`src/rtl/zc_pkg.sv`:
```
package zc_pkg;

  // kind of measurement channel fed to one detector
  typedef enum logic {
    ZC_VOLT = 1'b0,
    ZC_CURR = 1'b1
  } zc_kind_e;

  localparam int unsigned ZC_DW_DEF       = 24;
  localparam int unsigned ZC_NPH_DEF      = 3;
  localparam int unsigned ZC_STAT_LSB_DEF = 9;

endpackage

```
`src/rtl/zc_rst_sync.sv`:
```
module zc_rst_sync (
  input  logic clk,
  input  logic rst_n,
  output logic rst_n_sync
);

  logic [1:0] sync_q;

  always_ff @(posedge clk or negedge rst_n) begin
    if (!rst_n) begin
      sync_q <= 2'b00;
    end else begin
      sync_q <= {sync_q[0], 1'b1};
    end
  end

  assign rst_n_sync = sync_q[1];

endmodule

```
`src/rtl/zc_thresh.sv`:
```
// Divider-free one-tenth of full scale:
// 1/10 = 3/32 * (1 + 1/16 + 1/256 + ...), i.e. pairs of shifts (4m, 4m+1).
module zc_thresh #(
  parameter int unsigned DW = 24
) (
  input  logic [DW-1:0] full_scale,
  output logic [DW-1:0] thr
);

  localparam int unsigned NTERM = (DW - 1) / 4;

  logic [DW-1:0] part [NTERM+1];

  assign part[0] = '0;

  for (genvar g = 0; g < NTERM; g++) begin : g_term
    localparam int unsigned SH = 4 * (g + 1);
    assign part[g+1] = part[g] + (full_scale >> SH) + (full_scale >> (SH + 1));
  end

  assign thr = part[NTERM];

  always_comb begin
    AST_THR_BELOW_FS: assert (thr <= full_scale);
  end

endmodule

```
`src/rtl/zc_chan.sv`:
```
module zc_chan
  import zc_pkg::*;
#(
  parameter int unsigned DW   = ZC_DW_DEF,
  parameter zc_kind_e    KIND = ZC_VOLT
) (
  input  logic                 clk,
  input  logic                 rst_n,
  input  logic                 smp_vld,
  input  logic signed [DW-1:0] smp,
  input  logic        [DW-1:0] thr,
  output logic                 evt,
  output logic                 amp_ok
);

  // state
  logic          prev_ok_q, prev_ok_d;
  logic          prev_neg_q, prev_neg_d;
  logic [DW-1:0] run_pk_q, run_pk_d;
  logic          evt_q, evt_d;
  logic          amp_q, amp_d;

  // datapath
  logic          cur_neg;
  logic [DW-1:0] smp_u;
  logic [DW-1:0] abs_cur;
  logic          sign_flip;
  logic          pk_pass;
  logic          gate;
  logic          fire;

  assign smp_u   = smp;
  assign cur_neg = smp[DW-1];
  assign abs_cur = cur_neg ? (~smp_u + DW'(1)) : smp_u;

  assign sign_flip = smp_vld && prev_ok_q && (cur_neg != prev_neg_q);
  assign pk_pass   = (run_pk_q >= thr);

  if (KIND == ZC_VOLT) begin : g_volt
    assign gate = pk_pass;

    AST_VOLT_GATED: assert property (@(posedge clk) disable iff (!rst_n)
      evt_q |-> ($past(run_pk_q) >= $past(thr)));
  end else begin : g_curr
    assign gate = 1'b1;

    AST_CURR_UNGATED: assert property (@(posedge clk) disable iff (!rst_n)
      (smp_vld && prev_ok_q && (smp[DW-1] != prev_neg_q)) |=> evt_q);
  end

  assign fire = sign_flip && gate;

  // next state
  always_comb begin
    prev_ok_d  = prev_ok_q;
    prev_neg_d = prev_neg_q;
    run_pk_d   = run_pk_q;
    amp_d      = amp_q;
    evt_d      = fire;
    if (smp_vld) begin
      prev_ok_d  = 1'b1;
      prev_neg_d = cur_neg;
      if (sign_flip || !prev_ok_q) begin
        run_pk_d = abs_cur;
      end else if (abs_cur > run_pk_q) begin
        run_pk_d = abs_cur;
      end
    end
    if (sign_flip) begin
      amp_d = pk_pass;
    end
  end

  // registers, enable on strobe for sample state
  always_ff @(posedge clk or negedge rst_n) begin
    if (!rst_n) begin
      prev_ok_q  <= 1'b0;
      prev_neg_q <= 1'b0;
      run_pk_q   <= '0;
    end else if (smp_vld) begin
      prev_ok_q  <= prev_ok_d;
      prev_neg_q <= prev_neg_d;
      run_pk_q   <= run_pk_d;
    end
  end

  always_ff @(posedge clk or negedge rst_n) begin
    if (!rst_n) begin
      evt_q <= 1'b0;
      amp_q <= 1'b0;
    end else begin
      evt_q <= evt_d;
      amp_q <= amp_d;
    end
  end

  assign evt    = evt_q;
  assign amp_ok = amp_q;

  AST_EVT_NEEDS_STROBE: assert property (@(posedge clk) disable iff (!rst_n)
    evt_q |-> $past(smp_vld));

  AST_NO_EVT_FIRST: assert property (@(posedge clk) disable iff (!rst_n)
    evt_q |-> $past(prev_ok_q));

  AST_AMP_HOLD: assert property (@(posedge clk) disable iff (!rst_n)
    !$past(smp_vld) |-> $stable(amp_q));

  AST_SIGN_HOLD: assert property (@(posedge clk) disable iff (!rst_n)
    !smp_vld |=> $stable(prev_neg_q));

endmodule

```
`src/rtl/zc_bank.sv`:
```
module zc_bank
  import zc_pkg::*;
#(
  parameter int unsigned DW       = ZC_DW_DEF,
  parameter int unsigned NPH      = ZC_NPH_DEF,
  parameter int unsigned STAT_LSB = ZC_STAT_LSB_DEF,
  localparam int unsigned NCH     = 2 * NPH
) (
  input  logic                    clk,
  input  logic                    rst_n,
  input  logic [NCH-1:0]          smp_vld,
  input  logic [NCH*DW-1:0]       smp_data,
  input  logic [DW-1:0]           full_scale,
  output logic [NCH-1:0]          zc_evt,
  output logic [NCH-1:0]          amp_ok,
  output logic [STAT_LSB+NCH-1:0] zc_stat_word
);

  logic          rst_n_int;
  logic [DW-1:0] thr;

  zc_rst_sync u_rst (
    .clk        (clk),
    .rst_n      (rst_n),
    .rst_n_sync (rst_n_int)
  );

  zc_thresh #(.DW(DW)) u_thr (
    .full_scale (full_scale),
    .thr        (thr)
  );

  for (genvar k = 0; k < NCH; k++) begin : g_ch
    localparam zc_kind_e KIND = (k < NPH) ? ZC_VOLT : ZC_CURR;
    zc_chan #(.DW(DW), .KIND(KIND)) u_ch (
      .clk     (clk),
      .rst_n   (rst_n_int),
      .smp_vld (smp_vld[k]),
      .smp     ($signed(smp_data[k*DW +: DW])),
      .thr     (thr),
      .evt     (zc_evt[k]),
      .amp_ok  (amp_ok[k])
    );
  end

  // order VA, VB, VC, IA, IB, IC from STAT_LSB upward
  assign zc_stat_word = {zc_evt, {STAT_LSB{1'b0}}};

  AST_RESET_QUIET: assert property (@(posedge clk)
    !rst_n_int |=> (zc_evt == '0));

endmodule

```
`config.mk`:
```
export PLATFORM = sky130hd
export DESIGN_NAME = zc_bank
export DESIGN_NICKNAME = d
export VERILOG_FILES = /design/src/rtl/zc_pkg.sv /design/src/rtl/zc_rst_sync.sv /design/src/rtl/zc_thresh.sv /design/src/rtl/zc_chan.sv /design/src/rtl/zc_bank.sv
export SDC_FILE = /design/constraint.sdc
export NUM_CORES = 1
export LEC_CHECK = 0
export ABC_AREA = 1
export BUFFER_PORTS_ARGS = -buffer_cell sky130_fd_sc_hd__buf_2
export CAP_MARGIN = 0
export CORE_MARGIN = 1.5
export CORE_UTILIZATION = 40
export CTS_CLUSTER_DIAMETER = 200
export CTS_CLUSTER_SIZE = 20
export DETAILED_ROUTE_END_ITERATION = 12
export PLACE_DENSITY_LB_ADDON = 0.3
export SLEW_MARGIN = 10
export SYNTH_ARGS = -nofsm -noshare
export SYNTH_HDL_FRONTEND = slang
export SYNTH_SLANG_ARGS = --single-unit
```
`constraint.sdc`:
```
create_clock -name clk -period 4.8 [get_ports clk]
set_input_delay 0.48 -clock clk [delete_from_list [all_inputs] [get_ports clk]]
set_output_delay 0.48 -clock clk [all_outputs]
set_load 0.005 [all_outputs]
```
==> impl_metrics.json <==
{
  "status": "finished, violations left",
  "violations": "negative setup slack",
  "slowest_delay_ns": 0.54,
  "crit_top_cell": "nand2_1",
  "routed_wl_mm": 55.8,
  "cp_top_family": "adder cells",
  "area_delta_synth_final_pct": 23.2,
  "synthCells": 2707,
  "antenna_found_initial": 5,
  "place_congestion": 0.952,
  "cp_max_fo": 4,
  "report.final.setup_viol": 9,
  "die_area_um2": 51400,
  "layout_commonest_cell": "nand2_1",
  "rr_endpoint": "g_ch[0].u_ch.run_pk_q[7]$_DFFE_PN0P_",
  "vias_per_cell": 4.99,
  "worst_pin_slew_ns": 0.949,
  "drc": 0,
  "detail_route.first_pass.iterations": 6,
  "grt_usage_pct": 22.3,
  "rr_worst_depth": 15,
  "fin_skew_ns": 0.0119,
  "grt_pass1_vias": 18665,
  "clock_latency_ns": 0.46,
  "vias": 18657,
  "worst_hold_path_type": "in -> reg",
  "cts_tree": "yes",
  "root_buffer": "clkbuf_16",
  "min_path_cells": 3,
  "critPathKind": "in -> reg",
  "cp.arrival_ns": 5.93,
  "dieHeight_um": 227,
  "max_slew_margin_pct": 36.8,
  "slowest_stage": "fa_1",
  "synth-seq-cells": 170,
  "start_kind": "primary input",
  "fin_tns_setup_ns": -6.87,
  "cap_viol_max_count": 0,
  "holdPathEnd": "g_ch[2].u_ch.prev_ok_q$_DFFE_PN0P_",
  "place.port_buffers": 189,
  "cts.sinks": 170,
  "timing.fmax_ghz": 0.179,
  "grt_max_degree": 103,
  "dp_slack_ns": -1.57,
  "layout_min_cycle_time_ns": 5.59,
  "fp-row-count": 81,
  "most-common-layout-cells": "539 x nand2_1, 454 x inv_1, 306 x ha_1, 221 x nor2_1, 186 x buf_4",
  "grt_setup_unrepaired": "true",
  "yosysWarnings": 0,
  "nNetsFinal": 3631,
  "finalHoldViolations": 0,
  "r2r-start": "g_ch[0].u_ch.run_pk_q[23]$_DFFE_PN0P_",
  "endpoint_kind": "register",
  "grt-ovfl-total": 0,
  "antenna_left": 0,
  "slew_viol_final": 0,
  "boundaryPins": 203,
  "required_ns": 5.14,
  "start_util_pct": 40.7,
  "yosysUniqueCellTypes": 58,
  "syn_area_um2": 20000,
  "die_w_um": 227,
  "seq_area_frac_synth_pct": 21.3,
  "r2r_setup_slack_ns": 2.15,
  "hpwl_mm": 45.4,
  "grt_pass1_wl_mm": 90.9,
  "cts_inserted_buffers": 17,
  "fin_crit_sh_pct": 116,
  "clockBufferDepth": 2,
  "finalWorstSetupSlack_ns": -0.791,
  "post_drt_wl_per_cell_um": 14.9,
  "hold_start": "smp_vld[2]",
  "core_area_um2": 49200,
  "crit_buf_inv": 6,
  "syn_area_per_cell_um2": 7.39,
  "initialDrtViolationCount": 1008,
  "htree_num_levels": 4,
  "drive_above_1_share_pct": 20.4,
  "clk_pin_slew_ns": 0.07
}
[synthesized netlist by cell type, drive strengths merged]
| library cell | number | area [µm²] |
|---|---|---|
| a211oi | 1 | 7.51 |
| a21boi | 3 | 22.5 |
| a21o | 5 | 38.8 |
| a21oi | 218 | 1170 |
| a221oi | 2 | 17.5 |
| a31o | 2 | 17.5 |
| a31oi | 16 | 100 |
| and3 | 5 | 31.3 |
| buf | 50 | 342 |
| clkbuf | 24 | 90.1 |
| clkinv | 4 | 15.0 |
| conb | 2 | 7.51 |
| dfrtp | 170 | 4250 |
| fa | 61 | 1220 |
| ha | 334 | 4180 |
| inv | 468 | 1760 |
| nand2 | 563 | 2130 |
| nand3 | 106 | 561 |
| nand3b | 4 | 30.0 |
| nand4 | 29 | 181 |
| nor2 | 233 | 892 |
| nor3 | 42 | 270 |
| nor3b | 1 | 7.51 |
| nor4 | 10 | 87.6 |
| nor4b | 1 | 8.76 |
| o2111ai | 2 | 17.5 |
| o211a | 1 | 10.0 |
| o211ai | 9 | 67.6 |
| o21a | 11 | 82.6 |
| o21ai | 137 | 697 |
| o21bai | 11 | 82.6 |
| o221a | 4 | 45.0 |
| o221ai | 1 | 8.76 |
| o31ai | 7 | 57.6 |
| o41ai | 1 | 8.76 |
| or2 | 7 | 43.8 |
| or3 | 2 | 12.5 |
| xnor2 | 47 | 412 |
| xor2 | 113 | 1020 |
[metrics by stage]
stage,cell area [µm²],cells,utilization [%],hold WS [ns]
finish,24600,3740,50.1,0.274
global route,24600,3737,50.1,0.283
CTS,24500,3732,49.7,0.255
detailed placement,23100,3678,46.9,0.268
global placement,23100,3678,46.9,0.269
floorplan,20200,2715,-,0.184
[worst max-delay path by stage]
stage                  start                               to  slack, ns  cells past startpoint
5_1_grt        full_scale[7]  g_ch[0].u_ch.amp_ok$_DFFE_PN0P_      -1.07                     36
2_1_floorplan  full_scale[7]  g_ch[0].u_ch.amp_ok$_DFFE_PN0P_      -0.76                     32
3_3_place_gp   full_scale[7]  g_ch[2].u_ch.amp_ok$_DFFE_PN0P_      -1.48                     32
6_report       full_scale[7]  g_ch[0].u_ch.amp_ok$_DFFE_PN0P_      -0.79                     36
4_1_cts        full_scale[7]  g_ch[2].u_ch.amp_ok$_DFFE_PN0P_      -0.78                     33
3_5_place_dp   full_scale[7]  g_ch[2].u_ch.amp_ok$_DFFE_PN0P_      -1.57                     32
[final cells by class]
type | instances | area (µm²)
flip-flops and latches | 170 | 4260
clock inverters | 12 | 138
well taps | 664 | 831
diodes | 4 | 10.0
inverters | 472 | 1770
clock buffers | 19 | 453
repair buffers | 400 | 2790
multi-input cells | 1999 | 14400
fillers | 4705 | 24500
[cell families (layout without fill, tap and decap cells)]
group	Yosys count	after routing	share of synthesized area [%]
DFF	170	170	21.3
other	2	14	0.0375
adders and majority gates	395	395	27.0
and+or+nand+nor	1003	1003	21.3
xor gates and xnor gates	160	160	7.17
AOI/OAI and AO/OA	431	431	12.2
buffers and inverters	546	903	11.0
[worst min-delay path: stages]
cell and delay [ns]:
buf_2 0.10, inv_1 0.06, nand2_1 0.06
[routing by layer]
metal / track usage (%) / wire (µm)
met1: 28.0 / 24400
met2: 39.3 / 27300
met3: 2.80 / 2490
met4: 7.57 / 1590
met5: 0 / 10
[timing repair]
action                     4_1_cts  5_1_grt
buffers inserted                23        4
hold buffers                     1        0
resized for setup              115       31
pin swaps                       51       26
setup endpoints to repair        9        9
hold endpoints to repair         2        0
[registers in the layout, summed over array words and instances (netlist names)]
| register | flops |
|---|---|
| g_ch.u_ch.run_pk_q | 144 |
| g_ch.u_ch.prev_ok_q | 6 |
| g_ch.u_ch.prev_neg_q | 6 |
| u_rst.sync_q | 2 |
| g_ch.u_ch.amp_ok | 6 |
| g_ch.u_ch.evt | 6 |
Power is left out: the tool's default activity adds up to more than one toggle a clock period on the data nets, which glitch-free logic cannot reach.
